### src/rtl/irq_dest_pkg.sv
package irq_dest_pkg;

  localparam int ID_W    = 8;
  localparam int MODEL_W = 4;
  localparam int NIB_W   = ID_W / 2;
  localparam int MODE_W  = 3;

  localparam logic [ID_W-1:0]    PHYS_BCAST    = '1;
  localparam logic [MODEL_W-1:0] MODEL_FLAT    = '1;
  localparam logic [MODEL_W-1:0] MODEL_CLUSTER = '0;

  localparam logic [MODE_W-1:0] DM_LOWEST = 3'd1;
  localparam logic [MODE_W-1:0] DM_RSVD   = 3'd3;

  typedef enum logic [1:0] {
    SH_FIELD  = 2'd0,
    SH_SELF   = 2'd1,
    SH_ALL    = 2'd2,
    SH_OTHERS = 2'd3
  } shorthand_e;

  typedef struct packed {
    logic [ID_W-1:0]    phys_id;
    logic [ID_W-1:0]    log_id;
    logic [MODEL_W-1:0] model;
  } rx_entry_t;

endpackage

### src/rtl/rx_table.sv
module rx_table
  import irq_dest_pkg::*;
#(
  parameter int NUM_RX = 8,
  parameter int IDX_W  = (NUM_RX > 1) ? $clog2(NUM_RX) : 1
) (
  input  logic                    clk,
  input  logic                    rst,
  input  logic                    wr_en,
  input  logic [IDX_W-1:0]        wr_idx,
  input  logic                    wr_present,
  input  rx_entry_t               wr_entry,
  output rx_entry_t [NUM_RX-1:0]  entries,
  output logic [NUM_RX-1:0]       present_vec
);

  for (genvar g = 0; g < NUM_RX; g++) begin : g_slot
    logic hit;
    assign hit = wr_en && (wr_idx == IDX_W'(g));

    // presence flag is the only reset state; entry bodies need none
    always_ff @(posedge clk) begin
      if (rst)      present_vec[g] <= 1'b0;
      else if (hit) present_vec[g] <= wr_present;
    end

    always_ff @(posedge clk) begin
      if (hit) entries[g] <= wr_entry;
    end
  end

endmodule

### src/rtl/rx_match.sv
module rx_match
  import irq_dest_pkg::*;
#(
  parameter int NUM_RX = 8,
  parameter int IDX_W  = (NUM_RX > 1) ? $clog2(NUM_RX) : 1
) (
  input  rx_entry_t [NUM_RX-1:0] entries,
  input  logic [NUM_RX-1:0]      present_vec,
  input  logic [ID_W-1:0]        dest,
  input  logic                   logical,
  input  shorthand_e             shorthand,
  input  logic [IDX_W-1:0]       self_idx,
  output logic [NUM_RX-1:0]      match_vec
);

  for (genvar g = 0; g < NUM_RX; g++) begin : g_cmp
    logic phys_hit, flat_hit, clus_hit, field_hit, is_self, sel;

    always_comb begin
      phys_hit = (dest == PHYS_BCAST) || (entries[g].phys_id == dest);
      flat_hit = (entries[g].model == MODEL_FLAT) &&
                 (|(dest & entries[g].log_id));
      clus_hit = (entries[g].model == MODEL_CLUSTER) &&
                 (dest[ID_W-1:NIB_W] == entries[g].log_id[ID_W-1:NIB_W]) &&
                 (|(dest[NIB_W-1:0] & entries[g].log_id[NIB_W-1:0]));
      field_hit = logical ? (flat_hit || clus_hit) : phys_hit;
      is_self   = (self_idx == IDX_W'(g));
      unique case (shorthand)
        SH_FIELD:  sel = field_hit;
        SH_SELF:   sel = is_self;
        SH_ALL:    sel = 1'b1;
        SH_OTHERS: sel = !is_self;
        default:   sel = 1'b0;
      endcase
      match_vec[g] = present_vec[g] && sel;
    end
  end

endmodule

### src/rtl/lowest_pick.sv
module lowest_pick #(
  parameter int NUM_RX = 8
) (
  input  logic [NUM_RX-1:0] vec,
  output logic [NUM_RX-1:0] pick
);

  // isolate lowest set bit: vec AND its two's complement
  assign pick = vec & (~vec + NUM_RX'(1));

endmodule

### src/rtl/irq_dest_resolver.sv
module irq_dest_resolver
  import irq_dest_pkg::*;
#(
  parameter int NUM_RX = 8,
  parameter int IDX_W  = (NUM_RX > 1) ? $clog2(NUM_RX) : 1
) (
  input  logic                clk,
  input  logic                rst,
  input  logic                wr_en,
  input  logic [IDX_W-1:0]    wr_idx,
  input  logic                wr_present,
  input  logic [ID_W-1:0]     wr_phys_id,
  input  logic [ID_W-1:0]     wr_log_id,
  input  logic [MODEL_W-1:0]  wr_model,
  input  logic                req_valid,
  input  logic [ID_W-1:0]     req_dest,
  input  logic                req_logical,
  input  logic [1:0]          req_shorthand,
  input  logic [IDX_W-1:0]    req_self,
  input  logic [MODE_W-1:0]   req_mode,
  output logic                out_valid,
  output logic [NUM_RX-1:0]   out_mask,
  output logic [NUM_RX-1:0]   out_final
);

  rx_entry_t [NUM_RX-1:0] entries;
  logic [NUM_RX-1:0]      present_vec;
  logic [NUM_RX-1:0]      match_vec;
  logic [NUM_RX-1:0]      pick_vec;
  logic [NUM_RX-1:0]      final_next;
  rx_entry_t              wr_entry;

  assign wr_entry = '{phys_id: wr_phys_id, log_id: wr_log_id, model: wr_model};

  rx_table #(.NUM_RX(NUM_RX), .IDX_W(IDX_W)) u_table (
    .clk        (clk),
    .rst        (rst),
    .wr_en      (wr_en),
    .wr_idx     (wr_idx),
    .wr_present (wr_present),
    .wr_entry   (wr_entry),
    .entries    (entries),
    .present_vec(present_vec)
  );

  rx_match #(.NUM_RX(NUM_RX), .IDX_W(IDX_W)) u_match (
    .entries    (entries),
    .present_vec(present_vec),
    .dest       (req_dest),
    .logical    (req_logical),
    .shorthand  (shorthand_e'(req_shorthand)),
    .self_idx   (req_self),
    .match_vec  (match_vec)
  );

  lowest_pick #(.NUM_RX(NUM_RX)) u_pick (
    .vec (match_vec),
    .pick(pick_vec)
  );

  always_comb begin
    if (req_mode == DM_LOWEST)    final_next = pick_vec;
    else if (req_mode == DM_RSVD) final_next = '0;
    else                          final_next = match_vec;
  end

  always_ff @(posedge clk) begin
    if (rst) begin
      out_valid <= 1'b0;
      out_mask  <= '0;
      out_final <= '0;
    end else begin
      out_valid <= req_valid;
      if (req_valid) begin
        out_mask  <= match_vec;
        out_final <= final_next;
      end
    end
  end

  // ---------------- assertions ----------------
  assert_valid_latency_R10: assert property (@(posedge clk) disable iff (rst)
    req_valid |=> out_valid);

  assert_idle_hold_R10: assert property (@(posedge clk) disable iff (rst)
    !req_valid |=> (!out_valid && $stable(out_mask) && $stable(out_final)));

  assert_absent_excluded_R8: assert property (@(posedge clk) disable iff (rst)
    out_valid |-> ((out_mask & ~$past(present_vec)) == '0));

  assert_lowest_onehot_R9: assert property (@(posedge clk) disable iff (rst)
    (out_valid && ($past(req_mode) == DM_LOWEST)) |->
      ($onehot0(out_final) && ((out_final & ~out_mask) == '0) &&
       ((out_mask == '0) == (out_final == '0))));

  assert_others_skip_self_R2: assert property (@(posedge clk) disable iff (rst)
    (out_valid && ($past(req_shorthand) == 2'd3)) |-> !out_mask[$past(req_self)]);

  assert_self_single_R1: assert property (@(posedge clk) disable iff (rst)
    (out_valid && ($past(req_shorthand) == 2'd1)) |-> ($countones(out_mask) <= 1));

endmodule

### config.mk
export PLATFORM = sky130hd
export DESIGN_NAME = irq_dest_resolver
export DESIGN_NICKNAME = d
export VERILOG_FILES = /design/src/rtl/irq_dest_pkg.sv /design/src/rtl/rx_table.sv /design/src/rtl/rx_match.sv /design/src/rtl/lowest_pick.sv /design/src/rtl/irq_dest_resolver.sv
export SDC_FILE = /design/constraint.sdc
export NUM_CORES = 1
export LEC_CHECK = 0
export BUFFER_PORTS_ARGS = -buffer_cell sky130_fd_sc_hd__buf_2
export CORE_UTILIZATION = 50
export CTS_CLUSTER_SIZE = 28
export DETAILED_ROUTE_END_ITERATION = 6
export PLACE_DENSITY_LB_ADDON = 0.1
export SLEW_MARGIN = 0
export SYNTH_ARGS = -nofsm -noshare
export SYNTH_HDL_FRONTEND = slang
export SYNTH_HIERARCHICAL = 1
export SYNTH_SLANG_ARGS = --single-unit
### constraint.sdc
create_clock -name clk -period 3 [get_ports clk]
set_clock_uncertainty 0.15 [all_clocks]
set_input_delay 0.6 -clock clk [delete_from_list [all_inputs] [get_ports clk]]
set_output_delay 0.6 -clock clk [all_outputs]
set_load 0.01 [all_outputs]
# ---- After elaboration in Yosys (flattened, before gate mapping)
# Index checks and enable logic that the tools add are counted.
dict set report word_totals {
  regBits 185
  in_bits 45
  output_inout_bits 17
  wordCells 207
}
dict set report classes {
  add_sub_neg 1
  n_eq_ne 44
  muxes 18
  bitwise_logic 18
  reduce_logical 91
}
# operator n
set op_table {}
lappend op_table {{$and 8x8->8} 9}
lappend op_table {{$eq 8x8->1} 8}
lappend op_table {{$reduce_or 8->1} 8}
lappend op_table {{$logic_and 1x1->1} 40}
lappend op_table {{$and 4x4->4} 8}
lappend op_table {{$eq 4x4->1} 8}
lappend op_table {{$eq 4x4->1 const B} 8}
lappend op_table {{$logic_not 4->1} 8}
lappend op_table {{$pmux 1 s4} 8}
lappend op_table {{$reduce_or 4->1} 8}
lappend op_table {{$eq 3x3->1 const B} 8}
lappend op_table {{$logic_or 1x1->1} 16}
lappend op_table {{$mux 8} 2}
lappend op_table {{$eq 3x2->1 const B} 5}
lappend op_table {{$eq 3x1->1 const B} 3}
lappend op_table {{$add 8x1->8 const B} 1}
lappend op_table {{$eq 8x8->1 const B} 1}
lappend op_table {{$logic_not 1->1} 8}
lappend op_table {{$mux 1} 8}
lappend op_table {{$not 8->8} 1}
lappend op_table {{$logic_not 3->1} 2}
lappend op_table {{$eq 2x2->1 const B} 2}
lappend op_table {{$eq 2x1->1 const B} 1}
lappend op_table {{$logic_not 2->1} 1}

# ---- Logic depth before layout (Yosys ltp)
# Gate-level depths: netlist of run 1.
dict set report depth {
  ltp_word 11
  ltp_mapped 11
  depth_no_buf 10
}

# ---- Cells and area by module
# Netlist of run 1, hierarchy kept.
# mod instances cells_each area_per_inst_um2 seq_area_each_um2
set by_module_without_submodules {}
lappend by_module_without_submodules {rx_table 1 201 5222.5 4964.8}
lappend by_module_without_submodules {rx_match 1 248 2178.3 0.0}
lappend by_module_without_submodules {irq_dest_resolver 1 69 718.2 340.3}
lappend by_module_without_submodules {lowest_pick 1 10 83.8 0.0}

# ---- Worst setup path after synthesis of run 1
# Ideal clock, no wire load.
dict set report synth_path {
  kind {in2reg}
  start {input port req_dest[4]}
  end {register out_final[7]}
  setup_time_ns 0.128
  arrival_ns 2.731
  required_time_ns 2.722
  slack_ns -0.008
  cell_stages 10
  n_path_buf 0
  path_cell_list {ha_1 or4_1 a211oi_1 a211oi_1 a2111oi_2 nor4_2 and4b_1 and4bb_1 a21oi_1 a211oi_1}
}
dict set report synth_via {
  elab_chain_cells 11
  word_cells_on_any_way 102
  classes_between {add/sub (1); eq/ne (17); mux (18); bitwise (10); reduce/logical (56)}
}
# element line
set synth_lines {}
lappend synth_lines {{from (decl)} irq_dest_resolver.sv:16} ;# input logic [ID_W-1:0] req_dest,
lappend synth_lines {{$and 8x8->8 / $eq 4x4->1 (equally long branches)} {rx_match.sv:22, rx_match.sv:24}}
lappend synth_lines {{$reduce_or 8->1 / $logic_and 1x1->1 (equally long branches)} {rx_match.sv:22, rx_match.sv:23}}
lappend synth_lines {{$logic_and 1x1->1, on equally long branches} {rx_match.sv:21, rx_match.sv:24}}
lappend synth_lines {{$logic_or 1x1->1} rx_match.sv:26} ;# field_hit = logical ? (flat_hit || clus_hit) : phys_hit;
lappend synth_lines {{$mux 1 *} rx_match.sv:26}
lappend synth_lines {{$pmux 1 s4 *} rx_match.sv:28} ;# unique case (shorthand)
lappend synth_lines {{$logic_and 1x1->1 *} rx_match.sv:35} ;# match_vec[g] = present_vec[g] && sel;
lappend synth_lines {{named net match_vec[1]} irq_dest_resolver.sv:28} ;# logic [NUM_RX-1:0] match_vec;
lappend synth_lines {{$not 8->8 *} lowest_pick.sv:9} ;# assign pick = vec & (~vec + NUM_RX'(1));
lappend synth_lines {{$add 8x1->8 *} lowest_pick.sv:9}
lappend synth_lines {{$and 8x8->8 *} lowest_pick.sv:9}
lappend synth_lines {{named net pick_vec[7]} irq_dest_resolver.sv:29} ;# logic [NUM_RX-1:0] pick_vec;
lappend synth_lines {{$mux 8 *} irq_dest_resolver.sv:62} ;# if (req_mode == DM_LOWEST) final_next = pick_vec;
lappend synth_lines {{to (signal assigned)} irq_dest_resolver.sv:76} ;# out_final <= final_next;
lappend synth_lines {{to (decl)} irq_dest_resolver.sv:23} ;# output logic [NUM_RX-1:0] out_final
# The timed path passes the listed nets; every way through them passes the cells marked *.
# A chain may end at the register's enable or synchronous reset.

# ---- Final worst setup path of run 1
dict set report layout_path {
  start {register u_table/entries[48] (netlist name)}
  end {register out_final[7]}
}
dict set report layout_via {
  elab_chain_cells 11
  word_cells_on_any_way 14
  classes_between {add/sub (1); eq/ne (1); mux (3); bitwise (3); reduce/logical (6)}
}
# element line
set layout_lines {}
lappend layout_lines {{$and 8x8->8 / $eq 4x4->1 (equally long branches)} {rx_match.sv:22, rx_match.sv:24}}
lappend layout_lines {{$reduce_or 8->1 / $logic_and 1x1->1 (equally long branches)} {rx_match.sv:22, rx_match.sv:23}}
lappend layout_lines {{$logic_and 1x1->1, on equally long branches} {rx_match.sv:21, rx_match.sv:24}}
lappend layout_lines {{$logic_or 1x1->1 *} rx_match.sv:26}
lappend layout_lines {{$mux 1 *} rx_match.sv:26}
lappend layout_lines {{$pmux 1 s4 *} rx_match.sv:28}
lappend layout_lines {{$logic_and 1x1->1 *} rx_match.sv:35}
lappend layout_lines {{named net match_vec[2]} irq_dest_resolver.sv:28}
lappend layout_lines {{$not 8->8 *} lowest_pick.sv:9}
lappend layout_lines {{$add 8x1->8 *} lowest_pick.sv:9}
lappend layout_lines {{$and 8x8->8 *} lowest_pick.sv:9}
lappend layout_lines {{named net pick_vec[7]} irq_dest_resolver.sv:29}
lappend layout_lines {{$mux 8 *} irq_dest_resolver.sv:62}
# Marked as above.

==> impl_metrics.json, run 1 <==
{
  "yosysSeqAreaShare_pct": 64.7,
  "p_clk_share_pct": 39.2,
  "grt_pass1_vias": 4856,
  "dr.pass1.iters": 4,
  "die_x_um": 130,
  "ys_ff_latch": 185,
  "max_freq_ghz": 0.344,
  "portBuffers": 61,
  "tightest_slew_ps": 590,
  "cellPowerDensity_nw_per_um2": 571,
  "ir_drop_mv": 0.439,
  "status": "complete, no violations",
  "antenna_left": 0,
  "cp_common_cell": "a211oi_1",
  "numCtsBuffers": 17,
  "die_h_um": 130,
  "synthesis.area_sq_um": 8200,
  "seqCellArea_sq_um": 5310,
  "cp.required_ps": 3140,
  "p_seq_share_pct": 53.5,
  "synth_flop_cell": "edfxtp_1",
  "crit_arrival_ps": 3040,
  "grt_pass1_wl_um": 27100,
  "holdBufCountCts": 0,
  "finalMaxSlewViolations": 0,
  "setup_viol": 0,
  "leakagePower_nw": 3.50,
  "gp_congestion": 0.823,
  "cts_buffer_depth": 2,
  "vias": 4740,
  "instances_no_fill": 858,
  "ys_warn_count": 6,
  "dieArea_sq_um": 16900,
  "syn_avg_cell_area_sq_um": 15.5,
  "dp_hpwl_um": 12200,
  "switching_power_w": 0.00120,
  "max-slew-margin-rel_pct": 60.4,
  "clkSinkCount": 185,
  "cts_tree": "yes",
  "crit_path_end_kind": "flop",
  "finalCritPeriodShare_pct": 96.8,
  "synth_nets": 605,
  "initial_core_util_pct": 51.5,
  "clock_latency_ps": 430,
  "synth_edf_count": 160,
  "wl_per_cell_um": 20.6,
  "clkTransAtPathRegs_ps": 60,
  "cts.root.buffer_cell": "clkbuf_16",
  "num_io_pins": 62,
  "gr-total-overflow": 0,
  "fin_nets": 708,
  "postSynthCellCount": 528,
  "drc": 0,
  "grt_start_max_net_pins": 27,
  "grt_use_total_pct": 22.8,
  "max_cap_violations": 0,
  "drtIter0Drc": 321,
  "pwr-share-comb_pct": 7.3,
  "antenna_found_initial": 0,
  "fin_crit_ps": 2910,
  "hold_slack_ps": 301,
  "diodes": 0,
  "cp_max_fo": 3,
  "synth_cell_type_count": 50,
  "hold_path.class": "input port to flop",
  "cp_cell_sequence": "ha_1 > or4_1 > a211oi_1 > a211oi_1 > a2111oi_2 > buf_4 > nor4_2 > and4b_1 > and4bb_1 > a21oi_1 > a211oi_1",
  "drive_above_1_share_pct": 27.3,
  "fillers": 1262,
  "via_per_inst": 5.52,
  "routed_wl_um": 17700,
  "multiInputGateArea_sq_um": 2680,
  "p_int_w": 0.00423,
  "worst_setup_path_start_kind": "flop",
  "slowest_delay_ps": 510,
  "switching_share_pct": 22.1,
  "dp_cells": 827,
  "row_count": 46,
  "core_area_sq_um": 15900,
  "async_flop_share_pct": 0,
  "finalHoldViolCount": 0,
  "syn_to_final_growth_pct": 15.8,
  "slowest_stage": "or4_1",
  "crit_type": "flop to flop",
  "rsz0062_at_grt": "true",
  "h-tree-depth": 4
}
[power groups by stage]
stage               logic (W)  clock network, W  registers, W
finish               0.000395           0.00213       0.00290
global route         0.000435           0.00228       0.00291
CTS                  0.000400           0.00216       0.00290
detailed placement   0.000399                 0       0.00296
global placement     0.000387                 0       0.00296
floorplan            0.000224                 0       0.00296
[synthesized netlist by cell type, types with 4 or more instances]
cell / number / area (sq um)
a2111oi_2: 6 / 90.1
a211oi_1: 18 / 135
a21oi_1: 12 / 60.1
a22oi_1: 6 / 45.0
a22oi_2: 10 / 125
a31oi_1: 6 / 37.5
and4_2: 5 / 50.1
and4bb_1: 4 / 50.1
buf_4: 5 / 37.5
buf_6: 10 / 113
dfxtp_1: 25 / 500
edfxtp_1: 160 / 4800
ha_1: 32 / 400
inv_1: 14 / 52.6
mux2i_1: 16 / 160
nand2_1: 5 / 18.8
nand2b_1: 10 / 62.6
nand3_1: 7 / 35.0
nor2_1: 16 / 60.1
nor4_1: 16 / 100
nor4_2: 11 / 138
o21ai_0: 4 / 20.0
o2bb2ai_1: 4 / 35.0
or4_1: 14 / 105
xnor2_1: 4 / 35.0
xor2_1: 68 / 596
[metrics by stage]
step	instance area, sq um	TNS (ps)	util, %	power [W]	setup WS [ps]
floorplan	8220	0	-	0.00318	29.0
global placement	8930	-1390	56.0	0.00334	-289
detailed placement	8930	-1750	56.0	0.00336	-320
CTS	9480	0	59.5	0.00547	84.5
global route	9500	-90.1	59.6	0.00562	-57.9
finish	9500	0	59.6	0.00543	95.0
[flip-flops by register name, indices dropped and copies added (netlist names)]
register,cells
out_final,8
out_mask,8
out_valid,1
u_table/entries,160
u_table/present_vec,8
[per-layer routing]
layer / share of wire, % / global-route usage (%) / up-vias / wire length, um
met3: 3.4 / 4.14 / 22 / 597
met4: 1.8 / 9.37 / 0 / 320
li1: - / - / 2255 / -
met5: 0 / 0 / - / 0
met1: 43 / 28.6 / 2369 / 7650
met2: 51 / 38.9 / 94 / 9090
[cells by family (layout without fill, tap and decap cells)]
| family | Yosys count | count (layout) | synth area share [%] |
|---|---|---|---|
| AOI/OAI and AO/OA | 67 | 67 | 6.79 |
| xor gates and xnor gates | 72 | 72 | 7.69 |
| and+or+nand+nor | 120 | 120 | 11.0 |
| buffers and inverters | 36 | 150 | 2.99 |
| DFF | 185 | 185 | 64.7 |
| muxes | 16 | 16 | 1.95 |
| adders and majority gates | 32 | 32 | 4.88 |
[final timing paths]
kind,start,endpoint,slack [ps],depth (start not counted)
setup reg to reg,u_table/entries[48]$_DFFE_PP_,out_final[7]$_SDFFE_PP0P_,90,11
hold reg to reg,u_table/present_vec[7]$_SDFFE_PP0P_,u_table/present_vec[7]$_SDFFE_PP0P_,330,2
setup / recovery,u_table/entries[48]$_DFFE_PP_,out_final[7]$_SDFFE_PP0P_,90,11
hold / removal,wr_log_id[2],u_table/entries[86]$_DFFE_PP_,300,1
[critical path, delay by kind of cell, from the launching register on]
family                   cells  cell delay, ps
AND/OR/NAND/NOR              4             910
adder cells (fa/ha/maj)      1             300
AO/OA/AOI/OAI                5             860
buffers and inverters        1             170
flip-flops                   1             370
[final cells by class]
type                    instances  share of cell area (%)
repair buffers                106                    6.77
clock inverters                13                    1.37
clock buffers                  17                    4.48
inverters                      14                   0.553
multi-input cells             307                    28.2
well taps                     216                    2.84
flip-flops and latches        185                    55.8
[timing repair]
item / CTS / global route
endpoints found under the setup margin: 0 / 3
resized for setup: 0 / 2
buffers inserted: 0 / 1
[layout by cell type, fill, tap and decap left out, types with 5 or more instances in the layout]
cell       count
nand2b_1      10
a21oi_1       12
ha_1          32
and4_2         5
buf_2         61
a2111oi_2      5
a31oi_1        6
nor4_1        16
a22oi_2       10
nor4_2        11
xor2_1        68
edfxtp_1     160
or4_1         14
buf_4         45
nand3_1        7
dfxtp_1       25
inv_1         14
clkbuf_16     17
a211oi_1      17
mux2i_1       16
nand2_1        5
nor2_1        16
a22oi_1        6
Power figures use the tool's default switching activity.
==> run 2: changes to the inputs <==
--- a/config.mk
+++ b/config.mk
@@ -10,6 +10,7 @@
 export CTS_CLUSTER_SIZE = 28
 export DETAILED_ROUTE_END_ITERATION = 6
 export PLACE_DENSITY_LB_ADDON = 0.1
+export SETUP_SLACK_MARGIN = 0.1
 export SLEW_MARGIN = 0
 export SYNTH_ARGS = -nofsm -noshare
 export SYNTH_HDL_FRONTEND = slang
==> impl_metrics.json, run 2 (synthesis gave the netlist of run 1 again) <==
{
  "gr-usage-met2_pct": 36.3,
  "r2r_start": "u_table/entries[108]$_DFFE_PP_",
  "cp_cell_sequence": "ha_1 > or4_4 > a211oi_2 > a211oi_2 > a2111oi_2 > nor2_1 > and4b_1 > and4bb_1 > a21oi_1 > a211oi_1",
  "row_count": 46,
  "core_area_sq_um": 15900,
  "vias": 4818,
  "most-common-layout-cells": "edfxtp_1, xor2_1, buf_2",
  "cp_common_cell": "a211oi_2",
  "hold_slack_ps": 308,
  "antenna_left": 0,
  "use_met3_pct": 4.63,
  "dp_slack_ps": -317,
  "setup_viol": 0,
  "numCtsBuffers": 17,
  "largest_register_ffs": 160,
  "fin_nets": 716,
  "finalMaxSlewViolations": 0,
  "gr-total-overflow": 0,
  "cts_tree": "yes",
  "total_power_w": 0.00575,
  "clock_latency_ps": 430,
  "reg2reg_slack_ps": 140,
  "tightest_slew_ps": 675,
  "via_per_inst": 5.55,
  "gp_congestion": 0.811,
  "diodes": 0,
  "dieArea_sq_um": 16900,
  "max-slew-margin-rel_pct": 54.7,
  "cp_max_fo": 2,
  "ir_drop_mv": 0.409,
  "hold_path.class": "input port to flop",
  "wl_per_cell_um": 20.8,
  "status": "complete, no violations",
  "clkSinkCount": 185,
  "cp.required_ps": 3150,
  "die_x_um": 130,
  "routed_wl_um": 18000,
  "portBuffers": 61,
  "max_cap_violations": 0,
  "leakagePower_nw": 3.62,
  "top_register": "u_table/entries",
  "slowest_stage": "or4_4",
  "h-tree-depth": 4,
  "hold_start": "wr_log_id[3]",
  "r2r_end": "out_final[7]$_SDFFE_PP0P_",
  "crit_arrival_ps": 3010,
  "hold_depth": 1,
  "final_common_cell": "edfxtp_1",
  "instances_no_fill": 868,
  "cts_buffer_depth": 2,
  "cellPowerDensity_nw_per_um2": 584,
  "dr.pass1.iters": 5,
  "layout_setup_ws_ps": 143,
  "top_usage_layer": "met2",
  "syn_to_final_growth_pct": 19.9,
  "fillers": 1246,
  "fin_crit_ps": 2860,
  "crit_type": "flop to flop",
  "max_freq_ghz": 0.350,
  "worst_setup_path_start_kind": "flop",
  "finalHoldViolCount": 0,
  "fin_util_pct": 61.7,
  "grt_pass1_vias": 4856,
  "min_to": "u_table/entries[127]$_DFFE_PP_",
  "reg2reg_depth": 10,
  "num_io_pins": 62,
  "crit_path_end_kind": "flop",
  "dp_cells": 835,
  "grt_pass1_wl_um": 27300,
  "grt_use_total_pct": 22.9,
  "finalCritPeriodShare_pct": 95.2,
  "clkTransAtPathRegs_ps": 70,
  "antenna_found_initial": 0,
  "rsz0062_at_grt": "true",
  "drc": 0,
  "cts.root.buffer_cell": "clkbuf_16",
  "slowest_delay_ps": 530,
  "drive_above_1_share_pct": 31.0,
  "dp_hpwl_um": 12400,
  "globalRouteMet1Util_pct": 30.4,
  "initial_core_util_pct": 51.5,
  "drtIter0Drc": 376,
  "grt_start_max_net_pins": 27,
  "die_h_um": 130
}
-- run 2: worst max path at each step --
| stage | startpoint | endpoint | slack, ps |
|---|---|---|---|
| final | u_table/entries[108]$_DFFE_PP_ | out_final[7]$_SDFFE_PP0P_ | 140 |
| after floorplan | req_dest[4] | out_final[7]$_SDFFE_PP0P_ | 110 |
| after CTS | u_table/entries[108]$_DFFE_PP_ | out_final[7]$_SDFFE_PP0P_ | 130 |
| after global placement | req_dest[4] | out_final[7]$_SDFFE_PP0P_ | -260 |
| after global routing | u_table/entries[108]$_DFFE_PP_ | out_final[7]$_SDFFE_PP0P_ | 4 |
| after detailed placement | req_dest[4] | out_final[7]$_SDFFE_PP0P_ | -320 |
-- run 2: per-stage QoR --
| stage | TNS [ps] | instance area [sq um] |
|---|---|---|
| finish | 0 | 9840 |
| floorplan | 0 | 8300 |
| detailed placement | -1610 | 9140 |
| CTS | 0 | 9780 |
| global route | 0 | 9840 |
| global placement | -1190 | 9140 |
-- run 2: cell type report --
type,instances,area (sq um),area share [%]
Sequential cell,185,5310,53.9
Multi-Input combinational cell,307,2790,28.3
Timing Repair Buffer,114,781,7.94
Clock buffer,17,425,4.32
Tap cell,216,270,2.75
Clock inverter,15,215,2.19
Inverter,14,52.6,0.534
-- run 2: metal layers --
metal | wire length, um | share of wire [%]
met4 | 433 | 2.4
met5 | 0 | 0
met1 | 7910 | 44
met3 | 1030 | 5.7
met2 | 8660 | 48
-- run 2: worst max-delay path, delay by kind of cell (launching register included) --
| kind | cells | cell delay [ps] |
|---|---|---|
| compound gates | 5 | 820 |
| fa+ha+maj | 1 | 320 |
| flops | 1 | 380 |
| simple gates | 4 | 1040 |
-- run 2: power breakdown --
group          internal (W)  leakage (nW)  switching (W)  total (W)
Combinational      0.000167          1.65       0.000259   0.000427
Clock               0.00142         0.309        0.00100    0.00242
Sequential          0.00287          1.66      0.0000293    0.00290
-- run 2: timing repair --
| item | CTS | global route |
|---|---|---|
| hold buffers | 0 | 0 |
| endpoints found under the setup margin | 0 | 3 |
| resized for setup | 0 | 11 |
| setup buffers | 0 | 1 |
